**src/rtl/bpg_pkg.sv**
```systemverilog
package bpg_pkg;
    localparam int LFSR_W   = 21;
    localparam int LFSR_TAP = 10;

    typedef enum logic [2:0] {
        PH_DONE = 3'd0,
        PH_IDLE = 3'd1,
        PH_SYNC = 3'd2,
        PH_IV   = 3'd3,
        PH_DATA = 3'd4
    } phase_e;

    typedef struct packed {
        logic load;
        logic step;
    } shift_ctl_t;

    function automatic logic [LFSR_W-1:0] lfsr_next(input logic [LFSR_W-1:0] s);
        return {s[LFSR_W-2:0], s[LFSR_W-1] ^ s[LFSR_TAP-1]};
    endfunction
endpackage

```
**src/rtl/bpg_sync_lfsr.sv**
```systemverilog
module bpg_sync_lfsr
    import bpg_pkg::*;
(
    input  logic              clk,
    input  logic              rst,
    input  shift_ctl_t        ctl_i,
    input  logic [LFSR_W-1:0] seed_i,
    output logic              bit_o
);
    logic [LFSR_W-1:0] state_q;

    always_ff @(posedge clk) begin
        if (rst)
            state_q <= {{(LFSR_W-1){1'b0}}, 1'b1};
        else if (ctl_i.load)
            state_q <= (seed_i == '0) ? {{(LFSR_W-1){1'b0}}, 1'b1} : seed_i;
        else if (ctl_i.step)
            state_q <= lfsr_next(state_q);
    end

    assign bit_o = state_q[LFSR_W-1];

    p_lfsr_nonzero_r4: assert property (@(posedge clk) disable iff (rst)
        ctl_i.step |-> state_q != '0);
endmodule

```
**src/rtl/bpg_iv_shifter.sv**
```systemverilog
module bpg_iv_shifter
    import bpg_pkg::*;
#(
    parameter int IV_W = 128
) (
    input  logic            clk,
    input  logic            rst,
    input  shift_ctl_t      ctl_i,
    input  logic [IV_W-1:0] iv_i,
    output logic            bit_o
);
    logic [IV_W-1:0] sh_q;

    always_ff @(posedge clk) begin
        if (rst)
            sh_q <= '0;
        else if (ctl_i.load)
            sh_q <= iv_i;
        else if (ctl_i.step)
            sh_q <= {sh_q[IV_W-2:0], sh_q[IV_W-1]};
    end

    assign bit_o = sh_q[IV_W-1];

    p_iv_msb_first_r5: assert property (@(posedge clk) disable iff (rst)
        ctl_i.load |=> bit_o == $past(iv_i[IV_W-1]));
endmodule

```
**src/rtl/bpg_phase_ctrl.sv**
```systemverilog
module bpg_phase_ctrl
    import bpg_pkg::*;
#(
    parameter int IDLE_W   = 16,
    parameter int SYNC_LEN = 334,
    parameter int IV_W     = 128,
    parameter int IV_REPS  = 3
) (
    input  logic              clk,
    input  logic              rst,
    input  logic              start_i,
    input  logic [IDLE_W-1:0] idle_len_i,
    input  logic              idle_pol_i,
    input  logic              pay_valid_i,
    input  logic              pay_last_i,
    output phase_e            phase_o,
    output logic              idle_bit_o,
    output shift_ctl_t        lfsr_ctl_o,
    output shift_ctl_t        iv_ctl_o
);
    localparam int SYNC_CW = $clog2(SYNC_LEN);
    localparam int IV_CW   = $clog2(IV_W);
    localparam int MID_W   = (SYNC_CW > IV_CW) ? SYNC_CW : IV_CW;
    localparam int CNT_W   = (IDLE_W > MID_W) ? IDLE_W : MID_W;
    localparam int REP_W   = $clog2(IV_REPS + 1);

    phase_e            phase_q;
    logic [CNT_W-1:0]  cnt_q;
    logic [REP_W-1:0]  rep_q;
    logic [IDLE_W-1:0] idle_len_q;
    logic              idle_pol_q;
    logic              accept;
    logic              idle_last, sync_last, iv_last, rep_last;

    assign accept    = (phase_q == PH_DONE) && start_i;
    assign idle_last = cnt_q == (CNT_W'(idle_len_q) - CNT_W'(1));
    assign sync_last = cnt_q == CNT_W'(SYNC_LEN - 1);
    assign iv_last   = cnt_q == CNT_W'(IV_W - 1);
    assign rep_last  = rep_q == REP_W'(IV_REPS - 1);

    always_ff @(posedge clk) begin
        if (rst) begin
            phase_q    <= PH_DONE;
            cnt_q      <= '0;
            rep_q      <= '0;
            idle_len_q <= '0;
            idle_pol_q <= 1'b0;
        end else begin
            case (phase_q)
                PH_DONE: if (start_i) begin
                    idle_len_q <= idle_len_i;
                    idle_pol_q <= idle_pol_i;
                    cnt_q      <= '0;
                    rep_q      <= '0;
                    phase_q    <= (idle_len_i == '0) ? PH_SYNC : PH_IDLE;
                end
                PH_IDLE: begin
                    cnt_q <= idle_last ? '0 : cnt_q + CNT_W'(1);
                    if (idle_last) phase_q <= PH_SYNC;
                end
                PH_SYNC: begin
                    cnt_q <= sync_last ? '0 : cnt_q + CNT_W'(1);
                    if (sync_last) phase_q <= PH_IV;
                end
                PH_IV: begin
                    cnt_q <= iv_last ? '0 : cnt_q + CNT_W'(1);
                    if (iv_last) begin
                        rep_q <= rep_q + REP_W'(1);
                        if (rep_last) phase_q <= PH_DATA;
                    end
                end
                PH_DATA: if (pay_valid_i && pay_last_i) phase_q <= PH_DONE;
                default: phase_q <= PH_DONE;
            endcase
        end
    end

    assign phase_o         = phase_q;
    assign idle_bit_o      = idle_pol_q ^ cnt_q[0];
    assign lfsr_ctl_o.load = accept;
    assign lfsr_ctl_o.step = (phase_q == PH_SYNC);
    assign iv_ctl_o.load   = accept;
    assign iv_ctl_o.step   = (phase_q == PH_IV);

    p_start_ignored_r8: assert property (@(posedge clk) disable iff (rst)
        (phase_q == PH_SYNC && start_i && !sync_last)
        |=> (phase_q == PH_SYNC && cnt_q == $past(cnt_q) + CNT_W'(1)));
    p_sync_len_r3: assert property (@(posedge clk) disable iff (rst)
        (phase_q == PH_SYNC && sync_last) |=> (phase_q == PH_IV && cnt_q == '0));
    p_iv_reps_r5: assert property (@(posedge clk) disable iff (rst)
        (phase_q == PH_IV && iv_last && rep_last) |=> phase_q == PH_DATA);
    p_last_ends_r7: assert property (@(posedge clk) disable iff (rst)
        (phase_q == PH_DATA && pay_valid_i && pay_last_i) |=> phase_q == PH_DONE);
endmodule

```
**src/rtl/burst_preamble_gen.sv**
```systemverilog
module burst_preamble_gen
    import bpg_pkg::*;
#(
    parameter int IDLE_W   = 16,
    parameter int SYNC_LEN = 334,
    parameter int IV_W     = 128,
    parameter int IV_REPS  = 3
) (
    input  logic              clk,
    input  logic              rst,
    input  logic              start_i,
    input  logic [IDLE_W-1:0] idle_len_i,
    input  logic              idle_pol_i,
    input  logic [20:0]       seed_i,
    input  logic [IV_W-1:0]   iv_i,
    input  logic              pay_bit_i,
    input  logic              pay_valid_i,
    input  logic              pay_last_i,
    output logic              pay_ready_o,
    output logic              ser_bit_o,
    output logic              ser_valid_o,
    output logic [2:0]        phase_o
);
    phase_e     phase;
    logic       idle_bit, sync_bit, iv_bit;
    shift_ctl_t lfsr_ctl, iv_ctl;

    bpg_phase_ctrl #(
        .IDLE_W(IDLE_W), .SYNC_LEN(SYNC_LEN), .IV_W(IV_W), .IV_REPS(IV_REPS)
    ) u_ctrl (
        .clk(clk), .rst(rst), .start_i(start_i),
        .idle_len_i(idle_len_i), .idle_pol_i(idle_pol_i),
        .pay_valid_i(pay_valid_i), .pay_last_i(pay_last_i),
        .phase_o(phase), .idle_bit_o(idle_bit),
        .lfsr_ctl_o(lfsr_ctl), .iv_ctl_o(iv_ctl)
    );

    bpg_sync_lfsr u_lfsr (
        .clk(clk), .rst(rst), .ctl_i(lfsr_ctl), .seed_i(seed_i), .bit_o(sync_bit)
    );

    bpg_iv_shifter #(.IV_W(IV_W)) u_iv (
        .clk(clk), .rst(rst), .ctl_i(iv_ctl), .iv_i(iv_i), .bit_o(iv_bit)
    );

    always_comb begin
        ser_bit_o   = 1'b0;
        ser_valid_o = 1'b0;
        pay_ready_o = 1'b0;
        case (phase)
            PH_IDLE: begin ser_bit_o = idle_bit; ser_valid_o = 1'b1; end
            PH_SYNC: begin ser_bit_o = sync_bit; ser_valid_o = 1'b1; end
            PH_IV:   begin ser_bit_o = iv_bit;   ser_valid_o = 1'b1; end
            PH_DATA: begin
                ser_bit_o   = pay_bit_i;
                ser_valid_o = pay_valid_i;
                pay_ready_o = 1'b1;
            end
            default: ;
        endcase
    end

    assign phase_o = phase;

    p_idle_alternates_r2: assert property (@(posedge clk) disable iff (rst)
        (phase == PH_IDLE) |=> (phase != PH_IDLE || ser_bit_o != $past(ser_bit_o)));
endmodule

```
**config.mk**
```make
export PLATFORM = sky130hd
export DESIGN_NAME = burst_preamble_gen
export DESIGN_NICKNAME = d
export VERILOG_FILES = /design/src/rtl/bpg_pkg.sv /design/src/rtl/bpg_sync_lfsr.sv /design/src/rtl/bpg_iv_shifter.sv /design/src/rtl/bpg_phase_ctrl.sv /design/src/rtl/burst_preamble_gen.sv
export SDC_FILE = /design/constraint.sdc
export NUM_CORES = 1
export LEC_CHECK = 0
export ABC_AREA = 0
export ABC_CLOCK_PERIOD_IN_PS = 8000
export BUFFER_PORTS_ARGS = -buffer_cell sky130_fd_sc_hd__buf_2
export CAP_MARGIN = 20
export CELL_PAD_IN_SITES_DETAIL_PLACEMENT = 1
export CELL_PAD_IN_SITES_GLOBAL_PLACEMENT = 1
export CORE_UTILIZATION = 40
export CTS_CLUSTER_SIZE = 25
export DETAILED_ROUTE_END_ITERATION = 16
export PLACE_DENSITY = 0.86
export SLEW_MARGIN = 20
export SYNTH_ARGS = -nofsm -noshare
export SYNTH_HDL_FRONTEND = slang
export SYNTH_SLANG_ARGS = --single-unit
```
**constraint.sdc**
```tcl
create_clock -name clk -period 8 [get_ports clk]
set_input_delay 0.8 -clock clk [delete_from_list [all_inputs] [get_ports clk]]
set_output_delay 0.8 -clock clk [all_outputs]
set_load 0.05 [all_outputs]
```
# Word-level counts from Yosys, hierarchy flattened
# Index checks and enable logic that the tools add are counted.
[classes]
muxes = 24
reduce_logical = 14
n_eq_ne = 14
n_addsub = 3
n_bitwise = 2
[ops]
columns = ["op", "n"]
rows = [
  ["$mux W128", 2],
  ["$mux W16", 4],
  ["$pmux W16 S4", 1],
  ["$mux W21", 3],
  ["$logic_not A21 Y1", 1],
  ["$mux W3", 6],
  ["$add A16 B1 Y16 const B", 1],
  ["$eq A16 B16 Y1", 1],
  ["$eq A16 B7 Y1 const B", 1],
  ["$eq A16 B9 Y1 const B", 1],
  ["$logic_not A16 Y1", 1],
  ["$sub A16 B1 Y16 const B", 1],
  ["$pmux W3 S5", 1],
  ["$ne A2 B1 Y1 const B", 5],
  ["$eq A3 B2 Y1 const B", 2],
  ["$mux W2", 3],
  ["$reduce_and A6 Y1", 1],
  ["$reduce_bool A2 Y1", 3],
  ["$pmux W1 S4", 1],
  ["$pmux W2 S2", 1],
  ["$reduce_and A2 Y1", 2],
  ["$reduce_bool A4 Y1", 1],
  ["$eq A3 B1 Y1 const B", 1],
  ["$eq A3 B3 Y1 const B", 1],
  ["10 further kinds", 12],
]
[word_totals]
wordCells = 64
out_inout_bits = 6
regBits = 187

# Logic depth before layout (Yosys ltp)
# Gate-level depths: netlist (run 1).
[depth]
ltp_word = 4
ltp_mapped = 14
mapped_depth_nobuf = 10

# By module
# A second synthesis (run 1) with hierarchy kept.
[unflattened]
hier_cells = 1020
hier_area_um2 = 10243.6
[by_module_without_submodules]
columns = ["mod", "n_inst", "seq_area_each_um2", "area_per_inst_um2", "cells_each"]
rows = [
  ["bpg_iv_shifter", 1, 2562.5, 6658.9, 569],
  ["bpg_phase_ctrl", 1, 760.7, 2464.9, 319],
  ["bpg_sync_lfsr", 1, 420.4, 1049.8, 123],
  ["burst_preamble_gen", 1, 0.0, 70.1, 9],
]

# Worst setup path after synthesis (run 1)
# Ideal clock, no wire load.
[synth_path]
path_kind = "register -> output"
start = "register u_ctrl.phase_q[1] (netlist: u_ctrl.phase_o[1])"
end = "output port ser_bit_o"
stages_incl_launch_ff = 6
slack_ps = 4888
arrival_time_ps = 2312
cell_sequence = "dfxtp_1 clkbuf_1 nand2_1 o21ai_0 a21oi_1 o21ai_0"
[synth_via]
elab_chain_cells = 2
word_cells_on_any_way = 5
classes_between = "eq/ne (4); mux (1)"
[synth_rtl]
columns = ["element", "line_no", "rtl"]
rows = [
  ["start: declaration", "bpg_phase_ctrl.sv:27", "phase_e phase_q;"],
  ["start signal: assignment", "bpg_phase_ctrl.sv:55", "phase_q <= (idle_len_i == '0) ? PH_SYNC : PH_IDLE;"],
  ["$eq A3 B3 Y1 (tied with other cells)", "burst_preamble_gen.sv:50", "case (phase)"],
  ["$pmux W1 S4 (*)", "burst_preamble_gen.sv:50", ""],
  ["end: declaration", "burst_preamble_gen.sv:20", "output logic ser_bit_o,"],
]
# Mark *: on every way between the ends. The rest lies on a longest branch, timed or not.

# Worst setup path in the final report (run 1)
[layout_path]
start = "register u_ctrl.idle_len_q[0]"
end = "register u_ctrl.cnt_q[13]"
[layout_via]
elab_chain_cells = 4
[layout_rtl]
columns = ["element", "line_no", "rtl"]
rows = [
  ["start: declaration", "bpg_phase_ctrl.sv:30", "logic [IDLE_W-1:0] idle_len_q;"],
  ["start signal: assignment", "bpg_phase_ctrl.sv:51", "idle_len_q <= idle_len_i;"],
  ["$sub A16 B1 Y16", "bpg_phase_ctrl.sv:36", "assign idle_last = cnt_q == (CNT_W'(idle_len_q) - CNT_W'(1));"],
  ["$eq A16 B16 Y1", "bpg_phase_ctrl.sv:36", ""],
  ["$mux W16", "bpg_phase_ctrl.sv:58", "cnt_q <= idle_last ? '0 : cnt_q + CNT_W'(1);"],
  ["$pmux W16 S4", "bpg_phase_ctrl.sv:49", "case (phase_q)"],
  ["end signal: assignment", "bpg_phase_ctrl.sv:58", ""],
  ["end signal: assignment", "bpg_phase_ctrl.sv:62", "cnt_q <= sync_last ? '0 : cnt_q + CNT_W'(1);"],
  ["end signal: assignment", "bpg_phase_ctrl.sv:66", "cnt_q <= iv_last ? '0 : cnt_q + CNT_W'(1);"],
  ["end: declaration", "bpg_phase_ctrl.sv:28", "logic [CNT_W-1:0] cnt_q;"],
]
# Every way passes these cells.
# A chain may end at the register's enable or synchronous reset.

==> results.py, run 1 <==
metrics = {
    "cts": {
        "cts_htree_levels": 4,
        "post_cts_buffers": 0,
        "hold_buffers": 0,
        "cts_resized": 0,
        "ctsLongestPathBuffers": 2,
        "clk_latency_ps": 440,
        "cts_tree": "done",
        "cts_buffers": 17,
        "cts.sink_count": 187,
        "cts_root_buf": "clkbuf_16",
        "clk_pin_slew_ps": 70,
    },
    "logic_synthesis": {
        "async_flop_share_pct": 0,
        "avgSynthCellArea_um2": 7.508,
        "yosysTopAreaCell": "dfxtp_1",
        "ys_warn_count": 0,
        "syn_area_um2": 8822,
        "netlist.area_leader.share_pct": 42.43,
        "synthCells": 1175,
        "ys_types": 58,
        "synth-main-ff-cell": "dfxtp_1",
        "ys_seq_area_share_pct": 42.43,
        "synth.top_cells.by_area": "dfxtp_1 42%, nand2_1 14%, a311oi_1 13%",
        "ys_ff_latch": 187,
        "synth_fp_nets": 1351,
        "synth-edff-count": 0,
    },
    "cells_and_area": {
        "final_cell_mix": "321 x nand2_1, 187 x dfxtp_1, 178 x nor2_1",
        "final_nets": 1448,
        "area_growth_syn_to_layout_pct": 17.42,
        "fillers": 2711,
        "final_common_cell": "nand2_1",
        "final_layout_size_suffix_gt1_share_pct": 17.67,
    },
    "placement": {
        "gp_congestion": 0.9208,
        "place.port_buffers": 177,
        "dpl.hpwl_um": 18040,
    },
    "floorplanning": {
        "core-area_um2": 21350,
        "row_count": 53,
        "initial_core_util_pct": 41.32,
        "die_area_um2": 22650,
        "pin_count": 178,
        "die_w_um": 150.5,
        "die_h_um": 150.5,
    },
    "routing": {
        "dr_total_vias": 8919,
        "wl_um": 27520,
        "routed_via_density": 5.695,
        "ant_nets": 0,
        "drc_errors": 0,
        "drt-initial-drc-count": 545,
        "avgRoutedWirePerCell_um": 17.57,
        "drtPass1Iterations": 4,
    },
    "grt": {
        "grt_use_total_pct": 24.73,
        "grt_pass1_vias": 8898,
        "grt.busiest_layer": "met2",
        "use_met2_pct": 42.42,
        "grt_first_pass_wirelength_um": 44420,
        "use_met3_pct": 5.909,
        "met1_usage_pct": 30.23,
        "grt_max_degree": 120,
        "gr-total-overflow": 0,
        "antenna_found_initial": 7,
    },
    "worst_setup_path": {
        "slowest_stage": "or4b_1",
        "critical_path.cell_chain": "inv_1, ha_1, or4b_1, or4_4, a211oi_2, o32ai_1, nor4_2, o21ai_2, a31oi_1, a31oi_1",
        "worstPathMaxFanout": 21,
        "ff2ff_setup_slack_ps": 4540,
        "r2r_end": "u_ctrl.cnt_q[13]",
        "ff2ff_path_depth": 10,
        "critPathKind": "flip-flop to flip-flop",
        "arrival_ps": 3760,
        "cpPeakStageDelay_ps": 600,
        "cp_data_required_time_ps": 8300,
        "startpoint_type": "flip-flop",
        "end_kind": "flip-flop",
        "cpMostUsedCell": "a31oi_1",
        "reg2reg_from": "u_ctrl.idle_len_q[0]",
    },
    "timing": {
        "rsz0062_at_grt": "false",
        "slew_violations": 0,
        "hold_viol_final": 0,
        "max_freq_mhz": 288.7,
        "fin_crit_sh_pct": 43.30,
        "relSlewSlack_pct": 32.12,
        "fin_crit_ps": 3464,
        "hold-worst-slack_ps": 477.0,
        "setup_viol": 0,
        "final.setup.tns_ps": 0,
        "fin_skew_ps": 12.23,
        "worst_slew_pin_slew_ps": 1018,
    },
    "hold_path": {
        "worst_hold_path_type": "flip-flop to flip-flop",
        "holdPathEnd": "u_iv.sh_q[126]",
        "hp-start": "u_iv.sh_q[126]",
        "hold_path_depth": 2,
    },
    "pwr": {
        "p_per_area_nw_per_um2": 346.9,
        "power.leakage_nw": 3.919,
        "max-vdd-ir-drop_mv": 0.1749,
    },
    "job": {
        "drv_cap": 0,
    },
    "status": {
        "outcome": "complete, no violations",
    },
}
## worst max-delay path by stage
| stage | start | endpoint | slack (ps) | cells past startpoint |
|---|---|---|---|---|
| after floorplan | u_ctrl.phase_o[1] | ser_bit_o | 4890 | 5 |
| after global placement | u_ctrl.idle_len_q[0] | u_ctrl.cnt_q[8] | 4810 | 9 |
| after detailed placement | u_ctrl.phase_o[1] | u_iv.sh_q[8] | 4660 | 6 |
| after CTS | u_ctrl.idle_len_q[0] | u_ctrl.cnt_q[7] | 4590 | 10 |
| after global routing | u_ctrl.idle_len_q[0] | u_ctrl.cnt_q[11] | 4300 | 10 |
| final | u_ctrl.idle_len_q[0] | u_ctrl.cnt_q[13] | 4540 | 10 |
## metal layers
metal | part of all wire, % | wire (um) | vias to the layer above
met1 | 43 | 11930 | 4333
met3 | 4.8 | 1314 | 47
met4 | 1.9 | 525 | 4
met5 | 0.098 | 27 | -
met2 | 50 | 13720 | 173
li1 | - | - | 4362
## registers in the layout, summed over array words and instances, names as in the netlist
register	flops
u_ctrl.phase_o	3
u_iv.sh_q	128
u_ctrl.idle_pol_q	1
u_lfsr.state_q	21
u_ctrl.cnt_q	16
u_ctrl.idle_len_q	16
u_ctrl.rep_q	2
## final cells by class
type / instances / area (um^2) / share of cell area, %
multi-input cells: 876 / 4648 / 44.87
clock inverters: 15 / 203.9 / 1.969
clock buffers: 17 / 425.4 / 4.107
repair buffers: 185 / 959.7 / 9.264
diodes: 6 / 15.01 / 0.1449
inverters: 5 / 18.77 / 0.1812
flip-flops and latches: 187 / 3744 / 36.14
well taps: 275 / 344.1 / 3.322
## power breakdown
| group | switching [mW] | internal, mW |
|---|---|---|
| sequential | 0.220 | 1.23 |
| combinational | 0.809 | 0.433 |
| clock | 0.420 | 0.480 |
## worst max-delay path, delay by kind of cell, from the launching register on
kind                       cells  cell delay (ps)
AOI/OAI and AO/OA              5             1040
DFF                            1              390
and+or+nand+nor                3             1450
buffers and inverters          1               90
adders and majority gates      1              350
## synth_stat cells, drive strengths merged (5+ instances only)
library cell  number
nand4             10
o21ai             15
and3               6
nor4              17
dfxtp            187
nor2             179
xnor2             14
xor2               9
nand3             22
buf                7
nor3              31
a211oi             5
clkbuf           100
inv                5
nand2            321
o22ai             19
a311oi           127
a31oi             17
a21oi             32
## cells by family after synthesis
| group | count (synthesis) | synth area share [%] |
|---|---|---|
| and+or+nand+nor | 608 | 28.66 |
| AOI/OAI and AO/OA | 238 | 20.51 |
| DFF | 187 | 42.43 |
| buffers and inverters | 112 | 5.063 |
| xor gates and xnor gates | 24 | 2.539 |
| adders and majority gates | 4 | 0.5673 |
| muxes | 2 | 0.2269 |
## stage by stage
| stage | cell area, um^2 | cells | worst slack [ps] | utilization (%) | power (mW) |
|---|---|---|---|---|---|
| 4_1_cts | 10340 | 1560 | 4588 | 48.41 | 3.614 |
| 6_report | 10360 | 1566 | 4536 | 48.51 | 3.594 |
| 2_1_floorplan | 8822 | 1175 | 4888 | - | 2.376 |
| 5_1_grt | 10350 | 1563 | 4303 | 48.48 | 3.836 |
| 3_3_place_gp | 9707 | 1528 | 4807 | 45.46 | 2.629 |
| 3_5_place_dp | 9707 | 1528 | 4655 | 45.46 | 2.687 |
(Power assumes the default switching activity.)
==> run 2, diff against run 1 <==
--- a/config.mk
+++ b/config.mk
@@ -6,7 +6,7 @@
 export NUM_CORES = 1
 export LEC_CHECK = 0
 export ABC_AREA = 0
-export ABC_CLOCK_PERIOD_IN_PS = 8000
+export ABC_CLOCK_PERIOD_IN_PS = 3250
 export BUFFER_PORTS_ARGS = -buffer_cell sky130_fd_sc_hd__buf_2
 export CAP_MARGIN = 20
 export CELL_PAD_IN_SITES_DETAIL_PLACEMENT = 1
==> constraint.sdc (replaced) <==
create_clock -name clk -period 3.25 [get_ports clk]
set_input_delay 0.325 -clock clk [delete_from_list [all_inputs] [get_ports clk]]
set_output_delay 0.325 -clock clk [all_outputs]
set_load 0.05 [all_outputs]
==> run 2 against run 1 <==
Cell area grew 1.8%. Power rose by 150%. Count of clock-buffer cells in the layout grew 1. Highest routed layer unchanged. Non-clock buffer count rose by 17. Largest power group unchanged. Combinational power grew to 2.6 times the previous value. Sequential share of layout area down 0.66 points. Die area unchanged. Wire length shrank 0.50%.
==> results.py, run 2 (same netlist as run 1, synthesis figures left out) <==
metrics = {
    "status": {
        "outcome": "complete, no violations",
    },
    "job": {
        "drv_cap": 0,
    },
    "cts": {
        "clk_latency_ps": 440,
        "ctsLongestPathBuffers": 2,
        "clk_pin_slew_ps": 70,
        "cts_tree": "done",
        "cts.sink_count": 187,
        "cts_htree_levels": 4,
        "cts_buffers": 17,
        "cts_root_buf": "clkbuf_16",
        "hold_buffers": 0,
    },
    "placement": {
        "place.port_buffers": 177,
        "dpl.hpwl_um": 17970,
        "gp_congestion": 0.9494,
        "post_dp_cell_area_um2": 9915,
        "dp_slack_ps": 51.53,
    },
    "floorplanning": {
        "die_area_um2": 22650,
        "pin_count": 178,
        "die_h_um": 150.5,
        "core-area_um2": 21350,
        "row_count": 53,
        "initial_core_util_pct": 41.32,
        "die_w_um": 150.5,
    },
    "routing": {
        "drc_errors": 0,
        "wl_um": 27380,
        "drt-initial-drc-count": 511,
        "routed_via_density": 5.697,
        "dr_total_vias": 9012,
        "ant_nets": 0,
        "avgRoutedWirePerCell_um": 17.31,
        "drtPass1Iterations": 5,
    },
    "cells_and_area": {
        "largest_register": "u_iv.sh_q",
        "reg_top3": "u_iv.sh_q (128), u_lfsr.state_q (21)",
        "register_area_um2": 3744,
        "final_area_um2": 10550,
        "area_growth_syn_to_layout_pct": 19.59,
        "final_cell_mix": "321 x nand2_1, 187 x dfxtp_1, 178 x nor2_1",
        "largest_reg_flops": 128,
        "final_layout_size_suffix_gt1_share_pct": 18.82,
        "multiInputGateArea_um2": 4652,
        "final_nets": 1465,
        "fillers": 2687,
        "final_common_cell": "nand2_1",
    },
    "worst_setup_path": {
        "cpMostUsedCell": "a31oi_1",
        "cpPeakStageDelay_ps": 510,
        "end_kind": "flip-flop",
        "critPathKind": "flip-flop to flip-flop",
        "arrival_ps": 3360,
        "reg2reg_from": "u_ctrl.idle_len_q[1]",
        "worstPathMaxFanout": 13,
        "worst-path-buf-inv": 3,
        "slowest_stage": "or4b_4",
        "cp_data_required_time_ps": 3540,
        "startpoint_type": "flip-flop",
        "crit_path_start": "u_ctrl.idle_len_q[1]",
        "critPathTopFamily": "simple AND/OR/NAND/NOR gates",
        "critical_path.cell_chain": "inv_1, ha_1, or4b_4, or4_4, a211oi_2, o32ai_1, nor4_2, buf_4, o21ai_2, buf_12, a31oi_1, a31oi_1",
    },
    "timing": {
        "max_freq_mhz": 326.1,
        "fin_crit_ps": 3066,
        "hold_viol_final": 0,
        "fin_crit_sh_pct": 94.34,
        "setup_viol": 0,
        "hold-worst-slack_ps": 137.9,
        "fin_ws_ps": 183.9,
        "relSlewSlack_pct": 27.29,
        "fin_skew_ps": 11.83,
        "slew_violations": 0,
        "worst_slew_pin_slew_ps": 1091,
        "final.setup.tns_ps": 0,
    },
    "grt": {
        "grt_use_total_pct": 24.75,
        "antenna_found_initial": 6,
        "grt_max_degree": 184,
        "grt_first_pass_wirelength_um": 44590,
        "gr-total-overflow": 0,
        "grt_pass1_vias": 9078,
    },
    "pwr": {
        "p_per_area_nw_per_um2": 847.4,
        "power.leakage_nw": 4.023,
        "max-vdd-ir-drop_mv": 0.4112,
    },
    "hold_path": {
        "hp-start": "idle_len_i[7]",
        "worst_hold_path_type": "input port to flip-flop",
    },
}
-- run 2: cell count changes in the layout (fill, tap and decap cells not counted), moves of 2 or more --
cell	delta
buf_4	+12
bufinv_16	-2
buf_6	-2
inv_6	-3
buf_12	+7
-- run 2: what timing repair did --
item,CTS,global route
setup buffers,0,1
endpoints found under the setup margin,0,11
resized for setup,0,1
-- run 2: metal layers --
| metal | global-route usage [%] | vias to the layer above | share of wire [%] |
|---|---|---|---|
| li1 | - | 4398 | - |
| met1 | 30.23 | 4398 | 44 |
| met2 | 42.00 | 171 | 49 |
| met3 | 6.545 | 41 | 4.9 |
| met4 | 8.081 | 4 | 1.7 |
| met5 | 0 | - | 0.080 |
-- run 2: final timing paths --
path	to	slack, ps	depth (start not counted)
max	u_ctrl.cnt_q[11]	180	12
min	u_ctrl.idle_len_q[7]	140	3
max reg2reg	u_ctrl.cnt_q[11]	180	12
min reg2reg	u_iv.sh_q[6]	470	2
-- run 2: cell type report --
class | instances | share of cell area, %
Multi-Input combinational cell | 876 | 44.09
Clock buffer | 18 | 4.163
Timing Repair Buffer | 202 | 11.07
Tap cell | 275 | 3.261
Sequential cell | 187 | 35.48
Antenna cell | 5 | 0.1186
Clock inverter | 14 | 1.637
Inverter | 5 | 0.1779
-- run 2: stage by stage --
stage                     utilization (%)  total power, mW  instances
after floorplan                         -            5.849       1175
after global placement              46.43            6.656       1544
after detailed placement            46.43            6.800       1544
after CTS                           49.30            8.978       1576
after global routing                49.40            9.549       1581
final                               49.41            8.940       1582
-- run 2: worst register-to-register path: stages (launching register included) --
cell	delay [ps]
dfxtp_1	380
inv_1	80
ha_1	170
or4b_4	510
or4_4	430
a211oi_2	230
o32ai_1	120
nor4_2	220
buf_4	160
o21ai_2	160
buf_12	210
a31oi_1	200
a31oi_1	60
-- run 2: power breakdown --
part / switching (mW) / total (mW) / internal, mW
clock: 1.08 / 2.14 / 1.06
combinational: 2.05 / 3.27 / 1.23
sequential: 0.494 / 3.53 / 3.03
total: 3.62 / 8.94 / 5.32
==> run 3, diff against run 2 <==
--- a/config.mk
+++ b/config.mk
@@ -6,7 +6,7 @@
 export NUM_CORES = 1
 export LEC_CHECK = 0
 export ABC_AREA = 0
-export ABC_CLOCK_PERIOD_IN_PS = 3250
+export ABC_CLOCK_PERIOD_IN_PS = 2900
 export BUFFER_PORTS_ARGS = -buffer_cell sky130_fd_sc_hd__buf_2
 export CAP_MARGIN = 20
 export CELL_PAD_IN_SITES_DETAIL_PLACEMENT = 1
@@ -15,6 +15,7 @@
 export CTS_CLUSTER_SIZE = 25
 export DETAILED_ROUTE_END_ITERATION = 16
 export PLACE_DENSITY = 0.86
+export SKIP_CTS_REPAIR_TIMING = 1
 export SLEW_MARGIN = 20
 export SYNTH_ARGS = -nofsm -noshare
 export SYNTH_HDL_FRONTEND = slang
==> constraint.sdc (replaced) <==
create_clock -name clk -period 2.9 [get_ports clk]
set_input_delay 0.29 -clock clk [delete_from_list [all_inputs] [get_ports clk]]
set_output_delay 0.29 -clock clk [all_outputs]
set_load 0.05 [all_outputs]
==> run 3 against run 2 <==
Combinational power up 24%. Global-route usage shrank 0.32 points. Power up 17%. Die area did not move. Non-clock buffer count increased by 14. Wire length rose by 1.9%. Count of clock-buffer cells in the layout unchanged. Sequential cell count stayed put.
==> results.py, run 3 (same netlist as run 1, synthesis figures left out) <==
metrics = {
    "pwr": {
        "total_power_mw": 10.43,
        "power.leakage_nw": 4.132,
        "max-vdd-ir-drop_mv": 0.4571,
        "p_per_area_nw_per_um2": 964.0,
    },
    "timing": {
        "hold-worst-slack_ps": 106.5,
        "slew_violations": 0,
        "fin_skew_ps": 12.24,
        "worst_slew_pin_slew_ps": 790.4,
        "rsz0062_at_grt": "true",
        "setup_viol": 0,
        "max_freq_mhz": 346.0,
        "fin_crit_ps": 2890,
        "final.setup.tns_ps": 0,
        "fin_crit_sh_pct": 99.65,
        "hold_viol_final": 0,
        "relSlewSlack_pct": 46.95,
    },
    "routing": {
        "drc_errors": 0,
        "drt-initial-drc-count": 496,
        "dr_total_vias": 9088,
        "ant_nets": 0,
        "drtPass1Iterations": 4,
        "routed_via_density": 5.698,
        "wl_um": 27900,
        "avgRoutedWirePerCell_um": 17.49,
    },
    "floorplanning": {
        "pin_count": 178,
        "core-area_um2": 21350,
        "row_count": 53,
        "initial_core_util_pct": 41.32,
        "die_h_um": 150.5,
        "die_area_um2": 22650,
        "die_w_um": 150.5,
    },
    "cts": {
        "clk_pin_slew_ps": 70,
        "cts_tree": "done",
        "ctsLongestPathBuffers": 2,
        "cts_root_buf": "clkbuf_16",
        "cts_htree_levels": 4,
        "clk_latency_ps": 440,
        "cts.sink_count": 187,
        "cts_buffers": 17,
    },
    "placement": {
        "place.port_buffers": 177,
        "dpl.hpwl_um": 18380,
        "gp_congestion": 0.8689,
        "post_dp_cell_area_um2": 10010,
        "dpl.cell_count": 1557,
    },
    "worst_setup_path": {
        "startpoint_type": "flip-flop",
        "worstPathMaxFanout": 6,
        "critPathKind": "flip-flop to flip-flop",
        "arrival_ps": 3150,
        "end_kind": "flip-flop",
        "cp_data_required_time_ps": 3160,
    },
    "cells_and_area": {
        "final_cell_mix": "320 x nand2_1, 186 x dfxtp_1, 177 x nor2_1",
        "area_growth_syn_to_layout_pct": 22.63,
        "finalNonFillerCells": 1595,
        "largest_register": "u_iv.sh_q",
        "final_area_um2": 10820,
        "final_common_cell": "nand2_1",
        "final_layout_size_suffix_gt1_share_pct": 20.82,
        "final_nets": 1479,
        "largest_reg_flops": 128,
        "reg_top3": "u_iv.sh_q (128), u_lfsr.state_q (21)",
    },
    "grt": {
        "antenna_found_initial": 4,
        "grt_max_degree": 151,
        "grt_pass1_vias": 9027,
        "grt_first_pass_wirelength_um": 44450,
        "gr-total-overflow": 0,
        "grt_use_total_pct": 24.43,
    },
    "hold_path": {
        "worst_hold_path_type": "input port to flip-flop",
    },
    "status": {
        "outcome": "complete, no violations",
    },
    "job": {
        "drv_cap": 0,
    },
}
## run 3: cell types whose count changed in the layout (fill, tap and decap cells not counted), sizes merged
cell    previous run  this run
clkbuf            18        20
buf              202       214
diode              5         4
clkinv             6         4
bufinv             0         2
## run 3: metrics by stage
step | worst slack (ps) | utilization, %
after floorplan | -5.936 | -
after global routing | -75.40 | 50.64
after detailed placement | 23.55 | 46.89
after global placement | 68.11 | 46.89
final | 10.07 | 50.67
after CTS | -69.12 | 49.77
## run 3: worst paths after layout
check / start / cells past startpoint / slack (ps) / endpoint
min: idle_pol_i / 3 / 110 / u_ctrl.idle_pol_q
min reg2reg: u_iv.sh_q[64] / 2 / 470 / u_iv.sh_q[65]
max reg2reg: u_ctrl.idle_len_q[1] / 12 / 10 / u_ctrl.cnt_q[9]
max: u_ctrl.idle_len_q[1] / 12 / 10 / u_ctrl.cnt_q[9]
## run 3: critical path, cell delays in order (launching register included)
cell      delay (ps)
dfxtp_1          320
inv_1             80
ha_4             130
or4b_4           490
or4_4            450
a211oi_4         250
o32ai_2          110
nor4_2           220
buf_4            170
o21ai_4           90
buf_12           190
a31oi_4          150
a31oi_1           80
## run 3: area by class of cell
cell class	count	area (um^2)
diodes	4	10.01
repair buffers	216	1308
clock inverters	14	176.4
clock buffers	18	439.2
inverters	5	18.77
fillers	2708	10530
multi-input cells	876	4778
well taps	275	344.1
flip-flops and latches	187	3745
## run 3: per-layer routing
layer / part of all wire, % / up-vias / GRT usage, %
li1: - / 4417 / -
met1: 44 / 4483 / 30.24
met2: 50 / 153 / 41.87
met3: 4.2 / 33 / 5.939
met4: 1.8 / 2 / 6.919
met5: 0.036 / - / 0
## run 3: power by group
part / leakage [nW] / internal (mW) / switching [mW]
registers: 1.54 / 3.40 / 0.525
logic: 2.29 / 1.56 / 2.49
clock network: 0.298 / 1.33 / 1.12
